$ cat config.mk
export PLATFORM = sky130hd
export DESIGN_NAME = capture_xfer_ctrl
export DESIGN_NICKNAME = d
export VERILOG_FILES = /design/src/rtl/cx_pkg.sv /design/src/rtl/cx_fifo.sv /design/src/rtl/cx_down.sv /design/src/rtl/cx_addr_bank.sv /design/src/rtl/cx_status.sv /design/src/rtl/capture_xfer_ctrl.sv
export SDC_FILE = /design/constraint.sdc
export NUM_CORES = 1
export LEC_CHECK = 0
export ABC_CLOCK_PERIOD_IN_PS = 2900
export BUFFER_PORTS_ARGS = -buffer_cell sky130_fd_sc_hd__buf_2
export CAP_MARGIN = 20
export CORE_ASPECT_RATIO = 0.5
export CORE_MARGIN = 2
export CORE_UTILIZATION = 45
export DETAILED_ROUTE_END_ITERATION = 16
export HOLD_SLACK_MARGIN = 0.12
export PLACE_DENSITY = 0.66
export SYNTH_ARGS = -nofsm -noshare
export SYNTH_HDL_FRONTEND = slang
export SYNTH_HIERARCHICAL = 1
export SYNTH_SLANG_ARGS = --single-unit
$ cat constraint.sdc
create_clock -name clk -period 2.9 [get_ports clk]
set_input_delay 0.435 -clock clk [delete_from_list [all_inputs] [get_ports clk]]
set_output_delay 0.435 -clock clk [all_outputs]
set_load 0.005 [all_outputs]
$ cat src/rtl/cx_pkg.sv
package cx_pkg;
  localparam int STAT_W = 8;
  localparam int NFLAG  = 5;
  localparam int N_DST  = 2;
  localparam int F_D0   = 0;
  localparam int F_D1   = 1;
  localparam int F_OVR  = 2;
  localparam int F_SERR = 3;
  localparam int F_END  = 4;
endpackage

$ cat src/rtl/cx_fifo.sv
module cx_fifo #(
  parameter int W     = 32,
  parameter int DEPTH = 4
) (
  input  logic         clk,
  input  logic         rst_n,
  input  logic         push,
  input  logic [W-1:0] din,
  input  logic         pop,
  output logic [W-1:0] dout,
  output logic         full,
  output logic         empty
);
  localparam int PW = (DEPTH > 1) ? $clog2(DEPTH) : 1;
  localparam int NW = $clog2(DEPTH + 1);

  logic [W-1:0]  mem [DEPTH];
  logic [PW-1:0] rp, wp;
  logic [NW-1:0] cnt;
  logic          do_wr, do_rd;

  assign full  = (cnt == NW'(DEPTH));
  assign empty = (cnt == '0);
  assign do_wr = push && !full;
  assign do_rd = pop && !empty;
  assign dout  = mem[rp];

  function automatic logic [PW-1:0] nxt(input logic [PW-1:0] p);
    return (p == PW'(DEPTH - 1)) ? '0 : p + PW'(1);
  endfunction

  always_ff @(posedge clk or negedge rst_n) begin
    if (!rst_n) begin
      rp  <= '0;
      wp  <= '0;
      cnt <= '0;
    end else begin
      if (do_wr) wp <= nxt(wp);
      if (do_rd) rp <= nxt(rp);
      case ({do_wr, do_rd})
        2'b10:   cnt <= cnt + NW'(1);
        2'b01:   cnt <= cnt - NW'(1);
        default: cnt <= cnt;
      endcase
    end
  end

  always_ff @(posedge clk) begin
    if (do_wr) mem[wp] <= din;
  end
endmodule

$ cat src/rtl/cx_down.sv
module cx_down #(
  parameter int CW = 16
) (
  input  logic          clk,
  input  logic          rst_n,
  input  logic          load,
  input  logic [CW-1:0] val,
  input  logic          dec,
  output logic [CW-1:0] cnt,
  output logic          last
);
  assign last = dec && (cnt == CW'(1));

  always_ff @(posedge clk or negedge rst_n) begin
    if (!rst_n)                cnt <= '0;
    else if (load)             cnt <= val;
    else if (dec && cnt != '0) cnt <= cnt - CW'(1);
  end
endmodule

$ cat src/rtl/cx_addr_bank.sv
module cx_addr_bank #(
  parameter int AW   = 32,
  parameter int NDST = 2,
  localparam int SW  = (NDST > 1) ? $clog2(NDST) : 1
) (
  input  logic               clk,
  input  logic               rst_n,
  input  logic               load,
  input  logic [NDST*AW-1:0] bases,
  input  logic [SW-1:0]      sel,
  input  logic               adv,
  output logic [AW-1:0]      addr
);
  logic [AW-1:0] av [NDST];

  for (genvar g = 0; g < NDST; g++) begin : g_ctr
    logic [AW-1:0] r;
    always_ff @(posedge clk or negedge rst_n) begin
      if (!rst_n)                        r <= '0;
      else if (load)                     r <= bases[g*AW +: AW];
      else if (adv && sel == SW'(g))     r <= r + AW'(4);
    end
    assign av[g] = r;
  end

  assign addr = av[sel];
endmodule

$ cat src/rtl/cx_status.sv
module cx_status
  import cx_pkg::*;
(
  input  logic              clk,
  input  logic              rst_n,
  input  logic [NFLAG-1:0]  hw_set,
  input  logic              reg_wr,
  input  logic [STAT_W-1:0] reg_wdata,
  output logic [STAT_W-1:0] rdata,
  output logic              irq
);
  logic [NFLAG-1:0] flags;
  logic [NFLAG-1:0] clr;

  assign clr = reg_wr ? ~reg_wdata[NFLAG-1:0] : '0;

  always_ff @(posedge clk or negedge rst_n) begin
    if (!rst_n) flags <= '0;
    else        flags <= (flags & ~clr) | hw_set;
  end

  assign rdata = {{(STAT_W - NFLAG){1'b0}}, flags};
  assign irq   = |flags;
endmodule

$ cat src/rtl/capture_xfer_ctrl.sv
module capture_xfer_ctrl
  import cx_pkg::*;
#(
  parameter int DW    = 32,
  parameter int AW    = 32,
  parameter int CW    = 16,
  parameter int DEPTH = 4
) (
  input  logic          clk,
  input  logic          rst_n,
  input  logic          cap_valid,
  input  logic [DW-1:0] cap_data,
  output logic          wr_valid,
  input  logic          wr_ready,
  output logic [AW-1:0] wr_addr,
  output logic [DW-1:0] wr_data,
  input  logic          cap_en_sw,
  input  logic          ext_sel,
  input  logic          ext_evt,
  input  logic [CW-1:0] xfer_len,
  input  logic [AW-1:0] base0,
  input  logic [AW-1:0] base1,
  input  logic          dst_sel,
  input  logic          reg_wr,
  input  logic [7:0]    reg_wdata,
  output logic [7:0]    reg_rdata,
  output logic          irq
);
  logic          en_q, ext_q, dst_q;
  logic          sw_rise, ext_hit, start_req, busy, start;
  logic          cap_gate, cap_take, push, full, empty, hs;
  logic [CW-1:0] tcnt, credit;
  logic          tc_last, cr_last;
  logic [NFLAG-1:0] hw_set;

  always_ff @(posedge clk or negedge rst_n) begin
    if (!rst_n) begin
      en_q  <= 1'b0;
      ext_q <= 1'b0;
      dst_q <= 1'b0;
    end else begin
      en_q  <= cap_en_sw;
      ext_q <= ext_evt;
      if (start) dst_q <= dst_sel;
    end
  end

  assign sw_rise   = !ext_sel && cap_en_sw && !en_q;
  assign ext_hit   = ext_sel && ext_q;
  assign start_req = sw_rise || ext_hit;
  assign busy      = (tcnt != '0);
  assign start     = start_req && !busy;

  assign cap_gate = (ext_sel || cap_en_sw) && (credit != '0);
  assign cap_take = cap_valid && cap_gate;
  assign push     = cap_take && !full;
  assign wr_valid = !empty;
  assign hs       = wr_valid && wr_ready;

  cx_fifo #(.W(DW), .DEPTH(DEPTH)) u_fifo (
    .clk(clk), .rst_n(rst_n), .push(push), .din(cap_data),
    .pop(hs), .dout(wr_data), .full(full), .empty(empty)
  );

  cx_down #(.CW(CW)) u_tcnt (
    .clk(clk), .rst_n(rst_n), .load(start), .val(xfer_len),
    .dec(hs), .cnt(tcnt), .last(tc_last)
  );

  cx_down #(.CW(CW)) u_credit (
    .clk(clk), .rst_n(rst_n), .load(start), .val(xfer_len),
    .dec(push), .cnt(credit), .last(cr_last)
  );

  cx_addr_bank #(.AW(AW), .NDST(N_DST)) u_addr (
    .clk(clk), .rst_n(rst_n), .load(start), .bases({base1, base0}),
    .sel(dst_q), .adv(hs), .addr(wr_addr)
  );

  always_comb begin
    hw_set         = '0;
    hw_set[F_D0]   = tc_last && !dst_q;
    hw_set[F_D1]   = tc_last && dst_q;
    hw_set[F_OVR]  = cap_take && full;
    hw_set[F_SERR] = start_req && busy;
    hw_set[F_END]  = tc_last;
  end

  cx_status u_stat (
    .clk(clk), .rst_n(rst_n), .hw_set(hw_set), .reg_wr(reg_wr),
    .reg_wdata(reg_wdata), .rdata(reg_rdata), .irq(irq)
  );

  logic unused_ok;
  assign unused_ok = cr_last;
endmodule

# Word-level counts from Yosys, hierarchy flattened
# Memory sizes are Yosys's and may differ from the RTL's.
# Cells that the tools add are included.
[classes]
n_addsub = 8
order_cmp = 1
n_eq_ne = 6
n_mux = 17
n_bitwise = 6
n_reduce_logical = 36
[op_table]
columns = ["operator", "count"]
rows = [
  ["two-way mux 32 bit", 7],
  ["adder 32 x 3 -> 32 bit, second input constant", 2],
  ["two-way mux 16 bit", 4],
  ["nonzero test 16 bit", 2],
  ["subtractor 16 x 1 -> 16 bit, second input constant", 2],
  ["logical AND 1 bit", 19],
  ["== test 16 x 1 -> 1 bit, second input constant", 1],
  ["NOT 5 bit", 2],
  ["nonzero test 2 bit", 5],
  ["== test 2 bit, second input constant", 3],
  ["logical NOT 1 bit", 6],
  ["case mux 3 bit (2 select lines)", 1],
  ["AND 5 bit", 1],
  ["two-way mux 5 bit", 1],
  ["OR 5 bit", 1],
  ["OR reduction 5 bit", 1],
  ["adder 2 x 1 -> 2 bit, second input constant", 2],
  ["two-way mux 2 bit", 2],
  ["adder 3 x 1 -> 3 bit, second input constant", 1],
  ["== test 3 bit, second input constant", 1],
  ["logical NOT 3 bit", 1],
  ["subtractor 3 x 1 -> 3 bit, second input constant", 1],
  ["== test 2 x 1 -> 1 bit, second input constant", 1],
  [">= comparator 2 bit, second input constant", 1],
  ["other kinds (4)", 6],
]
[word_totals]
reg_bits = 111
ramBits = 128
input_bits = 129
out_inout_bits = 74
wordCells = 86
mem_count = 1
[memory_table]
columns = ["name", "words", "word_bits", "read_ports", "rd_ports_with_merged_regs", "wr", "line_no", "source"]
rows = [
  ["u_fifo.mem", 4, 32, 1, 0, 1, "cx_fifo.sv:17", "logic [W-1:0] mem [DEPTH];"],
]

# Logic depth before layout (Yosys ltp)
# Gate-level depths: netlist of the first run.
[depth]
ltp_word = 7
mapped_depth = 12
ltp_nobuf = 12

# Hierarchy
# The synthesis of the first run kept the hierarchy.
[by_module_without_submodules]
columns = ["mod", "n_inst", "cells_per_inst", "area_each_um2", "seq_area_each_um2"]
rows = [
  ["cx_fifo", 1, 208, 5116.2, 4018.9],
  ["cx_addr_bank", 1, 427, 3925.0, 1601.5],
  ["cx_down", 2, 113, 1057.3, 400.4],
  ["capture_xfer_ctrl", 1, 26, 234.0, 75.1],
  ["cx_status", 1, 22, 232.7, 125.1],
]

# Worst setup path before layout of the first run
# Ideal clock, no wire load.
[synth_timing]
kind = "register to register"
start = "register u_credit.cnt[5]"
end = "memory u_fifo.mem[0][0], enable pin"
setup_ns = 0.392
t_arrival_ns = 2.130
required_time_ns = 2.508
setup_slack_ns = 0.378
path_stages_with_launch = 7
n_path_buf = 0
synth_period_minus_slack_ns = 2.522
cell_sequence = "dfrtp_1 -> nor4_1 -> nand4_1 -> o211ai_1 -> nor2_1 -> nor2b_2 -> and2_1"
[synth_via]
elab_chain_len = 7
[synth_lines]
columns = ["element", "line_no", "source"]
rows = [
  ["from (decl)", "cx_down.sv:9", "output logic [CW-1:0] cnt,"],
  ["from (signal assigned)", "cx_down.sv:16", "else if (load) cnt <= val;"],
  ["from (signal assigned)", "cx_down.sv:17", "else if (dec && cnt != '0) cnt <= cnt - CW'(1);"],
  ["nonzero test 16 bit", "capture_xfer_ctrl.sv:54", "assign cap_gate = (ext_sel || cap_en_sw) && (credit != '0);"],
  ["logical AND 1 bit", "capture_xfer_ctrl.sv:54", ""],
  ["logical AND 1 bit", "capture_xfer_ctrl.sv:55", "assign cap_take = cap_valid && cap_gate;"],
  ["logical AND 1 bit", "capture_xfer_ctrl.sv:56", "assign push = cap_take && !full;"],
  ["net push", "capture_xfer_ctrl.sv:31", "logic cap_gate, cap_take, push, full, empty, hs;"],
  ["logical AND 1 bit", "cx_fifo.sv:24", "assign do_wr = push && !full;"],
  ["two-way mux 1 bit", "cx_fifo.sv:49", "if (do_wr) mem[wp] <= din;"],
  ["two-way mux 1 bit (implied by the code)", "cx_fifo.sv:49", ""],
  ["to (decl)", "cx_fifo.sv:17", ""],
]
# The timed path passes the listed nets, and every way through them passes these cells.

# Worst setup path after layout of the first run
[layout_timing]
start = "register u_fifo.rp[0]"
end = "output wr_data[16]"
[layout_via]
elab_chain_len = 1
[layout_lines]
columns = ["element", "line_no", "source"]
rows = [
  ["from (decl)", "cx_fifo.sv:18", "logic [PW-1:0] rp, wp;"],
  ["from (signal assigned)", "cx_fifo.sv:39", "if (do_rd) rp <= nxt(rp);"],
  ["memory read (4 x 32 bit)", "n/a", ""],
  ["to (decl)", "capture_xfer_ctrl.sv:16", "output logic [DW-1:0] wr_data,"],
]
# No other way between the ends.

==> flow_metrics.env, run 1 <==
export IMPL_hp_class="primary input to register"
export IMPL_htree_levels=1
export IMPL_path_cells="buf_12 -> mux4_2 -> buf_2"
export IMPL_root_buffer="clkbuf_16"
export IMPL_layout_drive_gt1_share=0.306
export IMPL_synth_area_per_cell_um2=12.8
export IMPL_grt_ovfl_total=0
export IMPL_rsz0062_at_grt="false"
export IMPL_path_class="register to primary output"
export IMPL_cts_buffers=22
export IMPL_syn2layout_area_growth_pct=23.9
export IMPL_cellPowerDensity_nw_per_um2=836
export IMPL_wl_met1_um=12200
export IMPL_crit_slowest_cell="dfrtp_2"
export IMPL_gp_congestion=0.851
export IMPL_grt_pass1_vias=8294
export IMPL_r2r_setup_slack_ns=0.29
export IMPL_final_max_slew_violation_count=0
export IMPL_fp_dieArea_um2=27100
export IMPL_antenna_left=0
export IMPL_routed_wl_um=26900
export IMPL_netlist_instances=906
export IMPL_hold_viol=0
export IMPL_clock_path_buffers=3
export IMPL_drc_errors=0
export IMPL_cp_data_required_time_ns=2.47
export IMPL_core_area_um2=25200
export IMPL_finalCriticalPeriod_ns=2.65
export IMPL_worstReg2RegEnd="u_fifo/cnt[2]"
export IMPL_first_iter_violations=467
export IMPL_vias=8204
export IMPL_layout_nets=1308
export IMPL_arrival_ns=2.21
export IMPL_whs_ns=0.134
export IMPL_cts_sinks=239
export IMPL_maxSlewHeadroom=0.499
export IMPL_place_hpwl_um=18500
export IMPL_die_h_um=117
export IMPL_cap_violations=0
export IMPL_max_stage_delay_ns=0.71
export IMPL_wl_met2_um=13100
export IMPL_syn_area_um2=11600
export IMPL_clock_skew_ns=0.0104
export IMPL_finalCritPeriodShare=0.913
export IMPL_fmax_mhz=378
export IMPL_finalSetupViolCount=0
export IMPL_cts_tree="built"
export IMPL_top_level_ports=203
export IMPL_setup_tns_final_ns=0
export IMPL_vdd_drop_max_mv=0.379
export IMPL_crit_path_end_kind="primary output"
export IMPL_hold_path_endpoint="u_addr/g_ctr[0].r[19]"
export IMPL_status="finished clean"
export IMPL_hold_start="base0[19]"
export IMPL_stdcell_area_um2=14400
export IMPL_r2r_start="u_credit/cnt[2]"
export IMPL_worstSetupStartpointType="register"
export IMPL_start_util=0.459
export IMPL_reg2regPathDepth=12
export IMPL_p_leak_nw=5.61
export IMPL_wl_met3_um=1170
export IMPL_worst_slew_pin_slew_ns=0.746
export IMPL_avgRoutedWirePerCell_um=17.6
export IMPL_grt_pass1_wl_um=43400
export IMPL_place_inst=1431
export IMPL_top_layer_used="met4"
export IMPL_yosys_warnings=6
export IMPL_routed_via_density=5.37
export IMPL_grt_total_usage=0.200
export IMPL_hold_depth=3
export IMPL_crit_fanout=19
export IMPL_dr_pass1_iters=5
export IMPL_fp_dieW_um=231
export IMPL_place_area_um2=13000
export IMPL_grt_max_degree=95
export IMPL_portBuffers=196
export IMPL_fin_cells=1528
export IMPL_worstSkewPairLatency_ns=0.52
export IMPL_path_clk_slew_ns=0.07
export IMPL_rows=41
export IMPL_antenna_found_initial=2
-- cell type report --
type                            count  area [um^2]
Antenna cell                        2         5.00
Clock buffer                       32          648
Clock inverter                      7          100
Sequential cell                   239         6620
Tap cell                          344          430
Timing Repair Buffer              277         1820
Inverter                           21         78.8
Fill cell                        2127        10900
Multi-Input combinational cell    606         4660
-- worst max-delay path: cells and delay by family, from the launching register on --
| kind | cells | cell delay (ns) |
|---|---|---|
| buffers and inverters | 2 | 0.42 |
| flip-flops | 1 | 0.71 |
| multiplexers | 1 | 0.55 |
-- where the power goes --
group / leakage [nW] / total (mW) / internal (mW) / switching, mW
clock network: 0.370 / 3.01 / 1.74 / 1.27
registers: 2.57 / 5.26 / 4.42 / 0.836
logic: 2.67 / 3.74 / 1.93 / 1.81
total: 5.61 / 12.0 / 8.09 / 3.92
-- worst max-delay path by stage --
stage | from | to | slack (ns) | depth (start not counted)
after floorplan | u_credit/cnt[5] | u_fifo/mem[0][0] | 0.40 | 6
after global placement | u_credit/cnt[2] | u_fifo/cnt[2] | 0.28 | 12
after detailed placement | u_credit/cnt[2] | u_fifo/cnt[2] | 0.23 | 12
final | u_fifo/rp[0] | wr_data[16] | 0.25 | 3
after global routing | u_credit/cnt[10] | u_fifo/cnt[2] | 0.008 | 12
after CTS | u_fifo/rp[0] | wr_data[16] | 0.19 | 3
-- what timing repair did --
action	CTS	global route
buffers inserted	0	0
endpoints found under the hold margin	172	0
resized for setup	0	0
hold buffers	56	0
-- routing by layer --
metal / GRT usage / up-vias
met5: 0 / -
met4: 0.0444 / 0
met3: 0.0320 / 37
met2: 0.344 / 210
met1: 0.269 / 4032
li1: - / 3925
-- layout by cell type (no fill, tap or decap), drive strengths merged, types with 11 or more instances in the layout --
cell type    instances
nand2b              11
inv                 19
dfrtp              111
buf                221
clkbuf              32
mux4                32
a31oi               18
nand3               25
nor2                48
xnor2               36
o21ai               68
mux2                46
nand2               99
o31ai               12
nand4               24
nor4                21
or4                 22
nor3                20
edfxtp             128
xor2                30
dlygate4sd3         56
ha                  11
-- registers in the layout, indices dropped and copies added (netlist names) --
signal	cells
u_fifo/mem	128
dst_q	1
u_stat/flags	5
u_tcnt/cnt	16
u_fifo/wp	2
u_fifo/rp	2
ext_q	1
en_q	1
u_credit/cnt	16
u_addr/g_ctr.r	64
u_fifo/cnt	3
-- per-stage QoR --
step                worst slack, ns   util  power [mW]
floorplan                     0.401      -        7.69
global placement              0.282  0.517        8.88
finish                        0.253  0.569        12.0
global route                0.00819  0.569        12.7
CTS                           0.192  0.569        12.1
detailed placement            0.233  0.517        9.02
Note: power is estimated with default switching activity, not from simulation.
==> inputs of run 2 (changes only) <==
--- a/config.mk
+++ b/config.mk
@@ -6,12 +6,13 @@
 export NUM_CORES = 1
 export LEC_CHECK = 0
 export ABC_CLOCK_PERIOD_IN_PS = 2900
-export BUFFER_PORTS_ARGS = -buffer_cell sky130_fd_sc_hd__buf_2
+export BUFFER_PORTS_ARGS = -buffer_cell sky130_fd_sc_hd__buf_4
 export CAP_MARGIN = 20
 export CORE_ASPECT_RATIO = 0.5
 export CORE_MARGIN = 2
 export CORE_UTILIZATION = 45
 export DETAILED_ROUTE_END_ITERATION = 16
+export GPL_ROUTABILITY_DRIVEN = 0
 export HOLD_SLACK_MARGIN = 0.12
 export PLACE_DENSITY = 0.66
 export SYNTH_ARGS = -nofsm -noshare
==> flow_metrics.env, run 2 (synthesis gave the netlist of run 1 again) <==
export IMPL_dr_pass1_iters=5
export IMPL_crit_fanout=7
export IMPL_fp_dieW_um=231
export IMPL_routed_via_density=5.34
export IMPL_root_buffer="clkbuf_16"
export IMPL_fp_dieArea_um2=27100
export IMPL_fmax_mhz=377
export IMPL_cts_buffers=22
export IMPL_finalCriticalPeriod_ns=2.66
export IMPL_cts_sinks=239
export IMPL_finalCritPeriodShare=0.916
export IMPL_hold_depth=3
export IMPL_intPower_mw=8.09
export IMPL_largest_reg_flops=128
export IMPL_hold_path_endpoint="u_credit/cnt[4]"
export IMPL_reg2regPathDepth=12
export IMPL_crit_path_end_kind="register"
export IMPL_p_leak_nw=5.72
export IMPL_r2r_setup_slack_ns=0.24
export IMPL_final_core_util=0.584
export IMPL_regMostFlops="u_fifo/mem"
export IMPL_reg_top3="u_fifo/mem: 128 flops, u_addr/g_ctr.r: 64 flops"
export IMPL_setup_tns_final_ns=0
export IMPL_hold_start="xfer_len[4]"
export IMPL_p_sw_frac=0.327
export IMPL_sequentialPowerShare=0.434
export IMPL_fill_cells=2129
export IMPL_cap_violations=0
export IMPL_grt_ovfl_total=0
export IMPL_layout_nets=1307
export IMPL_finalSetupViolCount=0
export IMPL_final_cell_mix="213 x buf_4, 128 x edfxtp_1, 110 x dfrtp_1"
export IMPL_final_common_cell="buf_4"
export IMPL_start_util=0.459
export IMPL_hp_class="primary input to register"
export IMPL_path_class="register to register"
export IMPL_layout_drive_gt1_share=0.303
export IMPL_worstSkewPairLatency_ns=0.53
export IMPL_htree_levels=1
export IMPL_portBuffers=196
export IMPL_hold_viol=0
export IMPL_status="finished clean"
export IMPL_post_place_ws_ns=0.251
export IMPL_worst_slack_ns=0.245
export IMPL_path_clk_slew_ns=0.07
export IMPL_fin_cells=1525
export IMPL_switching_power_mw=3.92
export IMPL_final_max_slew_violation_count=0
export IMPL_vias=8145
export IMPL_antenna_found_initial=0
export IMPL_arrival_ns=3.10
export IMPL_routed_wl_um=27000
export IMPL_worstSetupStartpointType="register"
export IMPL_grt_total_usage=0.201
export IMPL_top_level_ports=203
export IMPL_vdd_drop_max_mv=0.405
export IMPL_core_area_um2=25200
export IMPL_maxSlewHeadroom=0.477
export IMPL_drc_errors=0
export IMPL_place_hpwl_um=18500
export IMPL_syn2layout_area_growth_pct=27.2
export IMPL_antenna_cells=0
export IMPL_avgRoutedWirePerCell_um=17.7
export IMPL_worst_slew_pin_slew_ns=0.778
export IMPL_power_clock_fraction=0.225
export IMPL_cellPowerDensity_nw_per_um2=815
export IMPL_die_h_um=117
export IMPL_r2r_start="u_credit/cnt[10]"
export IMPL_grt_pass1_wl_um=43600
export IMPL_grt_pass1_vias=8210
export IMPL_rows=41
export IMPL_worstReg2RegEnd="u_fifo/cnt[2]"
export IMPL_first_iter_violations=487
export IMPL_rsz0062_at_grt="false"
export IMPL_place_inst=1430
export IMPL_clock_path_buffers=3
export IMPL_antenna_left=0
export IMPL_cts_tree="built"
export IMPL_cp_data_required_time_ns=3.34
export IMPL_clock_skew_ns=0.0190
export IMPL_grt_max_degree=79
export IMPL_p_comb_frac=0.341
-- run 2: cell count changes in the layout (fill, tap and decap cells not counted) --
| cell | delta |
|---|---|
| buf_2 | -195 |
| buf_4 | +194 |
| bufinv_16 | -2 |
| clkbuf_1 | +3 |
| clkbuf_8 | -4 |
| clkinv_2 | +4 |
| clkinv_4 | -1 |
| diode_2 | -2 |
-- run 2: worst max path at each step --
stage                      from               end  slack (ns)  cells past startpoint
2_1_floorplan   u_credit/cnt[5]  u_fifo/mem[0][0]        0.40                      6
3_3_place_gp    u_credit/cnt[5]     u_fifo/cnt[2]        0.29                     12
3_5_place_dp    u_credit/cnt[5]     u_fifo/cnt[2]        0.25                     12
4_1_cts         u_credit/cnt[5]     u_fifo/cnt[2]        0.23                     12
5_1_grt        u_credit/cnt[10]     u_fifo/cnt[2]       0.003                     12
6_report       u_credit/cnt[10]     u_fifo/cnt[2]        0.24                     12
-- run 2: power groups by stage --
stage	clock network, mW	logic, mW	registers, mW
3_3_place_gp	0	3.98	5.21
5_1_grt	2.91	4.48	5.33
3_5_place_dp	0	4.07	5.25
2_1_floorplan	0	2.67	5.02
6_report	2.70	4.09	5.21
4_1_cts	2.79	4.15	5.20
-- run 2: critical path, stage by stage (launching register included) --
cell and delay (ns):
dfrtp_1 0.44, nor4_1 0.37, nand4_1 0.22, o211ai_1 0.16
nor2_1 0.07, nor2b_2 0.20, inv_1 0.07, ha_1 0.19
inv_1 0.06, fa_1 0.37, xor2_1 0.15, nor2_1 0.12
xor2_1 0.15
-- run 2: through the flow --
step	hold slack, ns	area (um^2)	total power, mW
2_1_floorplan	0.139	11600	7.69
3_3_place_gp	0.472	13500	9.19
3_5_place_dp	0.487	13500	9.32
4_1_cts	0.120	14700	12.1
5_1_grt	0.133	14700	12.7
6_report	0.143	14700	12.0
-- run 2: layout make-up --
type | count | area, um^2 | area share
inverters | 21 | 78.8 | 0.00535
repair buffers | 276 | 2300 | 0.156
multi-input cells | 606 | 4660 | 0.316
clock buffers | 31 | 604 | 0.0410
clock inverters | 8 | 51.3 | 0.00348
well taps | 344 | 430 | 0.0292
flip-flops and latches | 239 | 6620 | 0.449
-- run 2: what timing repair did --
item,4_1_cts,5_1_grt
setup buffers,0,0
hold endpoints to repair,191,0
gates resized for setup,0,0
hold buffers,56,0
-- run 2: routing by layer --
metal | global-route usage | vias to the layer above | routed length (um)
li1 | - | 3911 | -
met1 | 0.275 | 4011 | 11900
met2 | 0.340 | 194 | 13400
met3 | 0.0359 | 29 | 1260
met4 | 0.0347 | 0 | 404
met5 | 0 | - | 0
